[src/rtl/pm_sleep_pkg.sv]
package pm_sleep_pkg;

  localparam int CODE_W   = 3;
  localparam int POS_SCI  = 0;
  localparam int POS_BMR  = 1;
  localparam int POS_KICK = 2;
  localparam int POS_CODE = 10;
  localparam int POS_GO   = 13;

  typedef enum logic [1:0] {
    SQ_ON     = 2'd0,
    SQ_ENTER  = 2'd1,
    SQ_ASLEEP = 2'd2,
    SQ_EXIT   = 2'd3
  } seq_state_t;

  typedef struct packed {
    logic [1:0] depth;
    logic       halt;
  } sleep_plan_t;

  // Map a sleep code to a stage depth; depth 0 means no transition.
  function automatic sleep_plan_t plan_for(input logic [CODE_W-1:0] code,
                                           input bit mobile);
    sleep_plan_t p;
    p = '0;
    case (code)
      3'b001: if (!mobile) begin p.depth = 2'd1; p.halt = 1'b1; end
      3'b010: if (mobile) p.depth = 2'd1;
      3'b101: p.depth = 2'd2;
      3'b110,
      3'b111: p.depth = 2'd3;
      default: p = '0;
    endcase
    return p;
  endfunction

endpackage

[src/rtl/pm_cfg_reg.sv]
module pm_cfg_reg
  import pm_sleep_pkg::*;
#(
  parameter int DW = 32
) (
  input  logic              clk,
  input  logic              rst_n,
  input  logic              wr,
  input  logic [DW-1:0]     wdata,
  input  logic              code_wr_ok,
  input  logic              code_clr,
  output logic [DW-1:0]     rdata,
  output logic              route_sci,
  output logic              bm_wake_en,
  output logic              go_req,
  output logic              kick_req,
  output logic [CODE_W-1:0] go_code
);

  logic [CODE_W-1:0] code_q, code_d;
  logic              sci_q, sci_d;
  logic              bmr_q, bmr_d;
  logic              reg_en;

  always_comb begin
    code_d = code_q;
    sci_d  = sci_q;
    bmr_d  = bmr_q;
    if (wr) begin
      sci_d = wdata[POS_SCI];
      bmr_d = wdata[POS_BMR];
      if (code_wr_ok) code_d = wdata[POS_CODE +: CODE_W];
    end
    if (code_clr) code_d = '0;
  end

  assign reg_en = wr | code_clr;

  always_ff @(posedge clk or negedge rst_n) begin
    if (!rst_n) begin
      code_q <= '0;
      sci_q  <= 1'b0;
      bmr_q  <= 1'b0;
    end else if (reg_en) begin
      code_q <= code_d;
      sci_q  <= sci_d;
      bmr_q  <= bmr_d;
    end
  end

  always_comb begin
    rdata                       = '0;
    rdata[POS_SCI]              = sci_q;
    rdata[POS_BMR]              = bmr_q;
    rdata[POS_CODE +: CODE_W]   = code_q;
  end

  assign route_sci  = sci_q;
  assign bm_wake_en = bmr_q;
  assign go_req     = wr & wdata[POS_GO];
  assign kick_req   = wr & wdata[POS_KICK];
  assign go_code    = wdata[POS_CODE +: CODE_W];

endmodule

[src/rtl/pm_sleep_seq.sv]
module pm_sleep_seq
  import pm_sleep_pkg::*;
#(
  parameter int GAP        = 4,
  parameter bit MOBILE     = 1'b0,
  parameter bit USE_DOZE   = 1'b1
) (
  input  logic              clk,
  input  logic              rst_n,
  input  logic              go_req,
  input  logic [CODE_W-1:0] go_code,
  input  logic              wake,
  output logic              is_on,
  output logic              code_clr,
  output logic              stage1_n,
  output logic              stage2_n,
  output logic              stage3_n,
  output logic              cpu_halt_n,
  output logic              cpu_doze_n
);

  localparam int CW = (GAP > 1) ? $clog2(GAP) : 1;
  localparam logic [CW-1:0] LAST = CW'(GAP - 1);

  seq_state_t  st_q, st_d;
  logic [1:0]  lvl_q, lvl_d, tgt_q, tgt_d;
  logic        halt_q, halt_d;
  logic [CW-1:0] cnt_q, cnt_d;
  logic        tick;
  sleep_plan_t plan;
  logic        any_d;
  logic [4:0]  pins_d, pins_q;

  assign tick = (cnt_q == LAST);
  assign plan = plan_for(go_code, MOBILE);

  always_comb begin
    st_d     = st_q;
    lvl_d    = lvl_q;
    tgt_d    = tgt_q;
    halt_d   = halt_q;
    cnt_d    = cnt_q;
    code_clr = 1'b0;
    unique case (st_q)
      SQ_ON: begin
        if (go_req && plan.depth != 2'd0) begin
          st_d   = SQ_ENTER;
          tgt_d  = plan.depth;
          halt_d = plan.halt;
          cnt_d  = '0;
        end
      end
      SQ_ENTER: begin
        if (wake) begin
          st_d  = SQ_EXIT;
          cnt_d = '0;
        end else if (tick) begin
          cnt_d = '0;
          lvl_d = lvl_q + 2'd1;
          if (lvl_d == tgt_q) st_d = SQ_ASLEEP;
        end else begin
          cnt_d = cnt_q + CW'(1);
        end
      end
      SQ_ASLEEP: begin
        if (wake) begin
          st_d  = SQ_EXIT;
          cnt_d = '0;
        end
      end
      SQ_EXIT: begin
        if (lvl_q == 2'd0) begin
          st_d     = SQ_ON;
          code_clr = 1'b1;
        end else if (tick) begin
          cnt_d = '0;
          lvl_d = lvl_q - 2'd1;
          if (lvl_q == 2'd1) begin
            st_d     = SQ_ON;
            code_clr = 1'b1;
          end
        end else begin
          cnt_d = cnt_q + CW'(1);
        end
      end
      default: st_d = SQ_ON;
    endcase
  end

  always_comb begin
    any_d     = (lvl_d != 2'd0);
    pins_d[4] = ~(any_d && !halt_d);
    pins_d[3] = ~(lvl_d >= 2'd2);
    pins_d[2] = ~(lvl_d == 2'd3);
    pins_d[1] = ~(any_d && halt_d);
    pins_d[0] = ~(any_d && halt_d && USE_DOZE);
  end

  always_ff @(posedge clk or negedge rst_n) begin
    if (!rst_n) begin
      st_q   <= SQ_ON;
      lvl_q  <= '0;
      tgt_q  <= '0;
      halt_q <= 1'b0;
      cnt_q  <= '0;
      pins_q <= '1;
    end else begin
      st_q   <= st_d;
      lvl_q  <= lvl_d;
      tgt_q  <= tgt_d;
      halt_q <= halt_d;
      cnt_q  <= cnt_d;
      pins_q <= pins_d;
    end
  end

  assign is_on      = (st_q == SQ_ON);
  assign stage1_n   = pins_q[4];
  assign stage2_n   = pins_q[3];
  assign stage3_n   = pins_q[2];
  assign cpu_halt_n = pins_q[1];
  assign cpu_doze_n = pins_q[0];

endmodule

[src/rtl/pm_event_route.sv]
module pm_event_route (
  input  logic clk,
  input  logic rst_n,
  input  logic pm_event,
  input  logic route_sci,
  input  logic bm_req,
  input  logic bm_wake_en,
  input  logic kick_req,
  output logic sci_o,
  output logic smi_o,
  output logic idle_break_o,
  output logic fw_event_o
);

  logic sci_d, smi_d, brk_d, fw_d;

  always_comb begin
    sci_d = pm_event & route_sci;
    smi_d = pm_event & ~route_sci;
    brk_d = bm_req & bm_wake_en;
    fw_d  = kick_req;
  end

  always_ff @(posedge clk or negedge rst_n) begin
    if (!rst_n) begin
      sci_o        <= 1'b0;
      smi_o        <= 1'b0;
      idle_break_o <= 1'b0;
      fw_event_o   <= 1'b0;
    end else begin
      sci_o        <= sci_d;
      smi_o        <= smi_d;
      idle_break_o <= brk_d;
      fw_event_o   <= fw_d;
    end
  end

endmodule

[src/rtl/pm_sleep_ctl.sv]
module pm_sleep_ctl
  import pm_sleep_pkg::*;
#(
  parameter int DW       = 32,
  parameter int GAP      = 4,
  parameter bit MOBILE   = 1'b0,
  parameter bit USE_DOZE = 1'b1
) (
  input  logic          clk,
  input  logic          rst_n,
  input  logic          reg_wr,
  input  logic [DW-1:0] reg_wdata,
  output logic [DW-1:0] reg_rdata,
  input  logic          pm_event_i,
  input  logic          bm_req_i,
  input  logic          wake_i,
  output logic          sci_o,
  output logic          smi_o,
  output logic          fw_event_o,
  output logic          idle_break_o,
  output logic          stage1_n,
  output logic          stage2_n,
  output logic          stage3_n,
  output logic          cpu_halt_n,
  output logic          cpu_doze_n
);

  logic [1:0]        rs_q;
  logic              rst_core_n;
  logic              route_sci, bm_wake_en, go_req, kick_req;
  logic              is_on, code_clr;
  logic [CODE_W-1:0] go_code;

  // Reset asserts at once and releases on the clock.
  always_ff @(posedge clk or negedge rst_n) begin
    if (!rst_n) rs_q <= 2'b00;
    else        rs_q <= {rs_q[0], 1'b1};
  end
  assign rst_core_n = rs_q[1];

  pm_cfg_reg #(.DW(DW)) u_cfg (
    .clk        (clk),
    .rst_n      (rst_core_n),
    .wr         (reg_wr),
    .wdata      (reg_wdata),
    .code_wr_ok (is_on),
    .code_clr   (code_clr),
    .rdata      (reg_rdata),
    .route_sci  (route_sci),
    .bm_wake_en (bm_wake_en),
    .go_req     (go_req),
    .kick_req   (kick_req),
    .go_code    (go_code)
  );

  pm_sleep_seq #(.GAP(GAP), .MOBILE(MOBILE), .USE_DOZE(USE_DOZE)) u_seq (
    .clk        (clk),
    .rst_n      (rst_core_n),
    .go_req     (go_req),
    .go_code    (go_code),
    .wake       (wake_i),
    .is_on      (is_on),
    .code_clr   (code_clr),
    .stage1_n   (stage1_n),
    .stage2_n   (stage2_n),
    .stage3_n   (stage3_n),
    .cpu_halt_n (cpu_halt_n),
    .cpu_doze_n (cpu_doze_n)
  );

  pm_event_route u_route (
    .clk          (clk),
    .rst_n        (rst_core_n),
    .pm_event     (pm_event_i),
    .route_sci    (route_sci),
    .bm_req       (bm_req_i),
    .bm_wake_en   (bm_wake_en),
    .kick_req     (kick_req),
    .sci_o        (sci_o),
    .smi_o        (smi_o),
    .idle_break_o (idle_break_o),
    .fw_event_o   (fw_event_o)
  );

endmodule

[config.mk]
export PLATFORM = sky130hd
export DESIGN_NAME = pm_sleep_ctl
export DESIGN_NICKNAME = d
export VERILOG_FILES = /design/src/rtl/pm_sleep_pkg.sv /design/src/rtl/pm_cfg_reg.sv /design/src/rtl/pm_sleep_seq.sv /design/src/rtl/pm_event_route.sv /design/src/rtl/pm_sleep_ctl.sv
export SDC_FILE = /design/constraint.sdc
export NUM_CORES = 1
export LEC_CHECK = 0
export BUFFER_PORTS_ARGS = -buffer_cell sky130_fd_sc_hd__buf_2
export CAP_MARGIN = 0
export CORE_UTILIZATION = 48
export DETAILED_ROUTE_END_ITERATION = 7
export PLACE_DENSITY = 0.87
export SLEW_MARGIN = 20
export SYNTH_ARGS = -nofsm -noshare
export SYNTH_HDL_FRONTEND = slang
export SYNTH_SLANG_ARGS = --single-unit
[constraint.sdc]
create_clock -name clk -period 1.5 [get_ports clk]
set_clock_uncertainty 0.05 [all_clocks]
set_input_delay 0.075 -clock clk [delete_from_list [all_inputs] [get_ports clk]]
set_output_delay 0.075 -clock clk [all_outputs]
set_load 0.02 [all_outputs]
After elaboration in Yosys (flattened, before gate mapping)
Index checks and enable logic that the tools add are counted.

word-level totals
  register bits after elaboration = 25
  logic and storage cells = 94
  output and inout port bits = 41
  input port bits = 38

cells by class
  equal/unequal tests = 18
  add/subtract/negate cells = 3
  reduce and logical (&&, ||, !) cells = 16
  bitwise operators = 11
  $lt $le $gt $ge = 1
  mux-type cells = 31

operators with widths
  operator                                                                count
  2-bit two-way mux                                                       17
  2-bit one-hot mux with 4 select lines                                   2
  3-bit equality test (second input constant)                             3
  3-bit two-way mux                                                       3
  2-bit equality test (second input constant)                             4
  2-bit nonzero test                                                      4
  1-bit two-way mux                                                       7
  3-bit by 1-bit != test with 1-bit output (second input constant)        2
  3-bit by 2-bit != test with 1-bit output (second input constant)        2
  2-bit one-hot mux with 3 select lines                                   1
  3-bit AND reduction                                                     2
  6-bit AND reduction                                                     1
  1-bit bitwise AND                                                       5
  1-bit NOT                                                               5
  2-bit by 1-bit adder with 2-bit output (second input constant)          2
  2-bit by 1-bit equality test with 1-bit output (second input constant)  2
  2-bit zero test                                                         2
  2-bit != test (second input constant)                                   2
  2-bit one-hot mux with 2 select lines                                   1
  2-bit AND reduction                                                     2
  3-bit by 1-bit equality test with 1-bit output (second input constant)  1
  1-bit logical AND                                                       3
  2-bit equality test                                                     1
  2-bit >= comparator (second input constant)                             1
  other kinds (5)                                                         5

Logic depth before layout (Yosys ltp)
Gate-level depths: netlist (run 1).

  depth after elaboration = 10
  gate-level depth with buffers = 6
  gate-level depth less buffers = 6

Cells and area by module
A second synthesis (run 1) with hierarchy kept.

second synthesis, totals
  cells, all modules = 143
  area, all modules = 1,514.0 um^2

modules (own cells, without submodules)
  module          area each (um^2)  cells an instance  instances  seq. area each (um^2)
  pm_sleep_seq    852.1             81                 1          330.3
  pm_cfg_reg      485.5             52                 1          125.1
  pm_event_route  122.6             7                  1          100.1
  pm_sleep_ctl    53.8              3                  1          50.0

Worst setup path after synthesis (run 1)
No wires, ideal clock.

  path type = flip-flop to flip-flop
  from = reg u_seq.lvl_q[0]
  to = reg u_seq.st_q[1]
  arrival time = 1.625 ns
  required time = 1.325 ns
  cell stages (with the launch flop) = 7
  setup time = 0.125 ns
  path slack = -0.300 ns
  clock period less this slack = 1.800 ns
  buffers on the path = 0
  cell sequence = dfrtp_1 > inv_1 > ha_1 > xnor2_1 > a311o_2 > nand3_2 > mux2_4

between the ends
  longest elaborated chain between the ends = 4
  elaborated cells on any way between the ends = 10
  classes of those cells = 1 x add/sub; 5 x eq/ne; 2 x mux; 2 x reduce/logical

ends and longest elaborated chain
  what                                                RTL line             source
  start, declared                                     pm_sleep_seq.sv:26   logic [1:0] lvl_q, lvl_d, tgt_q, tgt_d;
  start signal, assigned                              pm_sleep_seq.sv:109  lvl_q <= lvl_d;
  2-bit by 1-bit adder with 2-bit output              pm_sleep_seq.sv:59   lvl_d = lvl_q + 2'd1;
  2-bit equality test                                 pm_sleep_seq.sv:60   if (lvl_d == tgt_q) st_d = SQ_ASLEEP;
  3-bit by 2-bit != test with 1-bit output (no line)  --
  6-bit AND reduction (no line)                       --
  end signal, assigned                                pm_sleep_seq.sv:108  st_q <= st_d;
  end, declared                                       pm_sleep_seq.sv:25   seq_state_t st_q, st_d;

Several ways; a longest one is shown, not always the timed one.
A chain may end at the register's enable or synchronous reset.

Final worst setup path (run 1)
Same ends and word-level chain as after synthesis.

==> results.toml, run 1 <==
[synthesis]
avgSynthCellArea_sq_um = 9.65
ys_warn_count = 0
synth-edff-count = 0
synth_top_area_cell = "dfrtp_1"
synth_flop_cell = "dfrtp_1"
async_flop_share = 1.00
syn_inst = 155
synth_top_area_frac = 0.335
syn_area_sq_um = 1500
ys_seq_elements = 24
synth_area_leaders = "dfrtp_1, buf_4, ha_1"
synth_cell_types = 38
ys_seq_area_frac = 0.405

[drt]
routedWlPerCell_microns = 13.8
routed-via-count = 1232
ant_nets = 0
routed_wl_microns = 3440
drt-initial-drc-count = 35
drc = 3
dr.pass1.iters = 8
vias_per_cell = 4.93

[placed_design]
dp_hpwl_microns = 2270
place_ws_ps = -230
numPlacedInstances = 227
io_buffers = 26
place_congestion = 0.802

[worst_setup_path]
crit_path_max_fanout = 2
crit_buf_inv = 1
start_kind = "flip-flop"
cp.depth = 6
r2r_cells = 6
critPathTopFamily = "flip-flops"
rrSetupSlack_ps = -210
crit_required_ps = 1670
worst_path_max_delay_cell = "dfrtp_1"
crit_type = "reg -> reg"
end_kind = "flip-flop"
cpPeakStageDelay_ps = 410
crit_arrival_ps = 1870
crit_chain = "inv_2 > ha_4 > xnor2_2 > a311o_2 > nand3_2 > mux2_4"

[worst_hold_path]
hold_class = "in -> reg"
min_delay_path_depth = 2

[grt]
globalRouteTotalUtil = 0.207
antenna_found_initial = 0
grt.overflow.total = 0
grt_pass1_vias = 1193
grt_max_degree = 17
grt_first_pass_wirelength_microns = 5240

[pwr]
comb_power_share = 0.627
pwr-share-clk = 0.120
cellPowerDensity_nw_per_um2 = 1860
peakVddDrop_v = 0.00113
p_leak_nw = 1.03
seqPwrFrac = 0.253
finalPower_mw = 3.95
netSwitchingPower_mw = 1.52
p_int_mw = 2.43
swShare = 0.384

[layout]
synthToLayoutAreaGrowth_pct = 42.2
fin_cells = 250
diodes = 0
nNetsFinal = 267
final_layout_size_suffix_gt1_frac = 0.475
utilization = 0.745
final_cell_mix = "conb_1, buf_2, buf_4, dfrtp_1, nand2_1"
final_common_cell = "conb_1"

[die]
die_width_microns = 57.8
num_rows = 19
core_sq_um = 2850
initial_core_util = 0.524
dieArea_sq_um = 3340
io_pins = 79
die_y_microns = 57.8

[sta]
hold_violations = 0
drv_slew = 0
setup_viol = 10
finalSetupTns_ps = -1020
post-route-period-util = 1.14
rsz0062_at_grt = "true"
finalWorstSetupSlack_ps = -206
fmax_mhz = 586
fin_crit_ps = 1710

[flow_run]
timing.max_cap.violations = 0

[run_status]
status = "finished, violations left"
violations = "DRC, setup timing"

[clocking]
clkSinkCount = 24
cts_inserted_buffers = 3
clkTransAtPathRegs_ps = 140
cts_max_path_buffers = 2
clkLatencyLatePin_ps = 320
cts_tree = "done"
cts_htree_levels = 1
cts_root_buf = "clkbuf_4"
[through the flow]
step / hold slack [ps] / instance area (sq um)
floorplan: -271 / 1640
global placement: -187 / 1720
detailed placement: -186 / 1720
CTS: 6.12 / 1970
global route: 54.4 / 2130
finish: 43.1 / 2130
[sequential cells by signal, summed over array words and instances, names as in the netlist]
signal,flops
u_route.sci_o,1
u_seq.tgt_q,2
u_cfg.route_sci,1
u_cfg.code_q,3
u_seq.pins_q,4
u_route.fw_event_o,1
u_route.smi_o,1
u_cfg.bm_wake_en,1
u_route.idle_break_o,1
u_seq.lvl_q,2
u_seq.halt_q,1
u_seq.cnt_q,2
rs_q,2
u_seq.st_q,2
[worst register-to-register path: stages (launching register included)]
cell and delay (ps):
dfrtp_1 410, inv_2 80, ha_4 220, xnor2_2 130, a311o_2 330, nand3_2 80
mux2_4 300
[power groups by stage]
stage	combinational [mW]	clock (mW)	sequential, mW
final	2.48	0.473	0.999
after global routing	2.68	0.503	1.02
after CTS	2.13	0.474	0.971
after detailed placement	1.77	0	0.981
after global placement	1.70	0	0.970
after floorplan	1.10	0	1.10
[metal layers]
metal,part of all wire,vias up,track usage
met3,0.037,8,0.0290
li1,-,588,-
met1,0.39,595,0.236
met4,0.020,0,0.0646
met2,0.55,41,0.394
met5,0,-,0
[path summary, 6_finish.rpt]
check | end | from
min in group asynchronous | u_route.sci_o$_DFF_PN0_ | rs_q[1]$_DFF_PN0_
worst max register to register | u_seq.st_q[1]$_DFFE_PN0P_ | u_seq.lvl_q[0]$_DFF_PN0_
worst min register to register | u_route.sci_o$_DFF_PN0_ | rs_q[1]$_DFF_PN0_
max in group asynchronous | rs_q[1]$_DFF_PN0_ | rst_n
worst min-delay path | u_route.fw_event_o$_DFF_PN0_ | reg_wr
worst max-delay path | u_seq.st_q[1]$_DFFE_PN0P_ | u_seq.lvl_q[0]$_DFF_PN0_
[synthesized netlist by cell type (3+ instances only)]
cell type and n:
o22ai_1 3, a21oi_1 7, nor2_1 8, nor2b_1 4, buf_4 32, dfstp_2 4
nand3_1 3, nand2_1 15, and2_1 3, dfrtp_1 20, o21ai_0 3, ha_1 9
nand2b_1 4, inv_1 9, a31oi_1 3
[kinds of logic (layout without fill, tap and decap cells)]
logic type      after synthesis  in the layout  synth area share
compound gates               28             28             0.132
xor+xnor                      2              2            0.0117
fa+ha+maj                     9              9            0.0753
buf+inv                      42             80             0.187
flops                        24             24             0.405
mux                           5              5            0.0385
other cells                   2             28           0.00502
simple gates                 43             43             0.146
[timing repair]
item	in CTS	in global routing
endpoints found under the setup margin	10	16
endpoints found under the hold margin	11	2
gates cloned	0	0
pin swaps	13	8
buffers inserted	5	6
hold buffers	8	1
gates resized for setup	19	21
[area by class of cell]
| class | count | area (sq um) |
|---|---|---|
| Clock buffer | 3 | 22.5 |
| Clock inverter | 1 | 30.0 |
| Fill cell | 182 | 727 |
| Inverter | 9 | 36.3 |
| Multi-Input combinational cell | 115 | 888 |
| Sequential cell | 24 | 607 |
| Tap cell | 31 | 38.8 |
| Timing Repair Buffer | 67 | 503 |
Note: power is estimated with default switching activity, not from simulation.
==> run 2: changes to the inputs <==
--- a/config.mk
+++ b/config.mk
@@ -10,6 +10,7 @@
 export CORE_UTILIZATION = 48
 export DETAILED_ROUTE_END_ITERATION = 7
 export PLACE_DENSITY = 0.87
+export SKIP_CTS_REPAIR_TIMING = 1
 export SLEW_MARGIN = 20
 export SYNTH_ARGS = -nofsm -noshare
 export SYNTH_HDL_FRONTEND = slang
==> run 2 against run 1 <==
The flow still finishes with violations (DRC, setup timing); setup slack lost 7.6 ps; final cell count shrank 3.2%; die area is the same; via count shrank 4.3%; core utilization shrank 5.7 points; hold slack lost 35 ps.
==> results.toml, run 2 (synthesis results as in run 1) <==
[run_status]
status = "finished, violations left"
violations = "DRC, setup timing"

[layout]
final_layout_size_suffix_gt1_frac = 0.417
n_fill_cell = 207
final_common_cell = "conb_1"
final_cell_mix = "conb_1, buf_2, buf_4, dfrtp_1, nand2_1"
largest_reg_flops = 4
synthToLayoutAreaGrowth_pct = 31.4
nNetsFinal = 259
regMostFlops = "u_seq.pins_q"
diodes = 0
fin_cells = 242
largestRegisters = "u_seq.pins_q: 4 flops, u_cfg.code_q: 3 flops"

[worst_setup_path]
crit_arrival_ps = 1880
end_kind = "flip-flop"
crit_path_max_fanout = 2
crit_type = "reg -> reg"
start_kind = "flip-flop"
cpPeakStageDelay_ps = 410
crit_required_ps = 1670
critPathTopFamily = "flip-flops"
crit_buf_inv = 1
crit_chain = "inv_2 > ha_4 > xnor2_2 > a311o_2 > nand3_2 > mux2_4"
worst_path_max_delay_cell = "dfrtp_1"

[drt]
routed_wl_microns = 3100
routed-via-count = 1179
drc = 3
ant_nets = 0
dr.pass1.iters = 8
drt-initial-drc-count = 30
routedWlPerCell_microns = 12.8
vias_per_cell = 4.87

[die]
dieArea_sq_um = 3340
die_y_microns = 57.8
die_width_microns = 57.8
initial_core_util = 0.524
io_pins = 79
num_rows = 19
core_sq_um = 2850

[pwr]
cellPowerDensity_nw_per_um2 = 1800
netSwitchingPower_mw = 1.34
pwr-share-clk = 0.133
seqPwrFrac = 0.276
peakVddDrop_v = 0.00120
comb_power_share = 0.591
p_leak_nw = 0.975
p_int_mw = 2.19
swShare = 0.380

[clocking]
cts_inserted_buffers = 3
cts_htree_levels = 1
cts_tree = "done"
cts_root_buf = "clkbuf_4"
clkLatencyLatePin_ps = 310
clkTransAtPathRegs_ps = 130
cts_max_path_buffers = 2
clkSinkCount = 24

[worst_hold_path]
hold_class = "in -> async"

[grt]
globalRouteTotalUtil = 0.177
grt.overflow.total = 0
use_met2 = 0.333
grt_first_pass_wirelength_microns = 4510
grt_busiest_layer = "met2"
grt_max_degree = 17
met1_usage = 0.205
antenna_found_initial = 0
grt_use_met3 = 0.0313
grt_pass1_vias = 1091

[sta]
fin_hold_ws_ps = 8.20
drv_slew = 0
fin_crit_ps = 1710
rsz0062_at_grt = "true"
finalSetupTns_ps = -927
hold_violations = 0
setup_viol = 11
finalWorstSetupSlack_ps = -213
fmax_mhz = 584
post-route-period-util = 1.14

[placed_design]
place_ws_ps = -230
place_congestion = 0.802
io_buffers = 26
dp_hpwl_microns = 2270
numPlacedInstances = 227

[flow_run]
timing.max_cap.violations = 0
[run 2: layer usage]
metal | vias up | share of wire | wire, microns
met2 | 30 | 0.55 | 1710
met3 | 4 | 0.024 | 75
met4 | 0 | 0.0090 | 28
met5 | - | 0 | 0
li1 | 571 | - | -
met1 | 574 | 0.41 | 1280
[run 2: power groups by stage]
| stage | combinational, mW | clock (mW) | sequential, mW |
|---|---|---|---|
| global route | 2.26 | 0.501 | 0.994 |
| finish | 2.09 | 0.470 | 0.973 |
| detailed placement | 1.77 | 0 | 0.981 |
| floorplan | 1.10 | 0 | 1.10 |
| CTS | 1.79 | 0.474 | 0.968 |
| global placement | 1.70 | 0 | 0.970 |
[run 2: layout make-up]
class,instances,area [sq um],share of cell area
Multi-Input combinational cell,115,807,0.411
Sequential cell,24,606,0.308
Timing Repair Buffer,59,427,0.217
Tap cell,31,38.8,0.0197
Inverter,9,33.8,0.0172
Clock inverter,1,30.0,0.0153
Clock buffer,3,22.5,0.0115
[run 2: final timing paths]
check,from,to,slack (ps),cells past startpoint
min reg2reg,rs_q[1]$_DFF_PN0_,u_route.idle_break_o$_DFF_PN0_,70,0
max,u_seq.lvl_q[0]$_DFF_PN0_,u_seq.st_q[1]$_DFFE_PN0P_,-210,6
min,rst_n,rs_q[0]$_DFF_PN0_,8,2
max in group asynchronous,rs_q[1]$_DFF_PN0_,u_seq.pins_q[4]$_DFF_PN1_,760,1
min in group clk,reg_wdata[12],u_cfg.code_q[2]$_DFFE_PN0P_,20,3
max reg2reg,u_seq.lvl_q[0]$_DFF_PN0_,u_seq.st_q[1]$_DFFE_PN0P_,-210,6
[run 2: per-stage QoR]
step	area, sq um	utilization	total power, mW
after floorplan	1640	-	2.21
after CTS	1770	0.622	3.23
after global placement	1720	0.604	2.67
final	1960	0.689	3.53
after global routing	1960	0.689	3.76
after detailed placement	1720	0.604	2.75
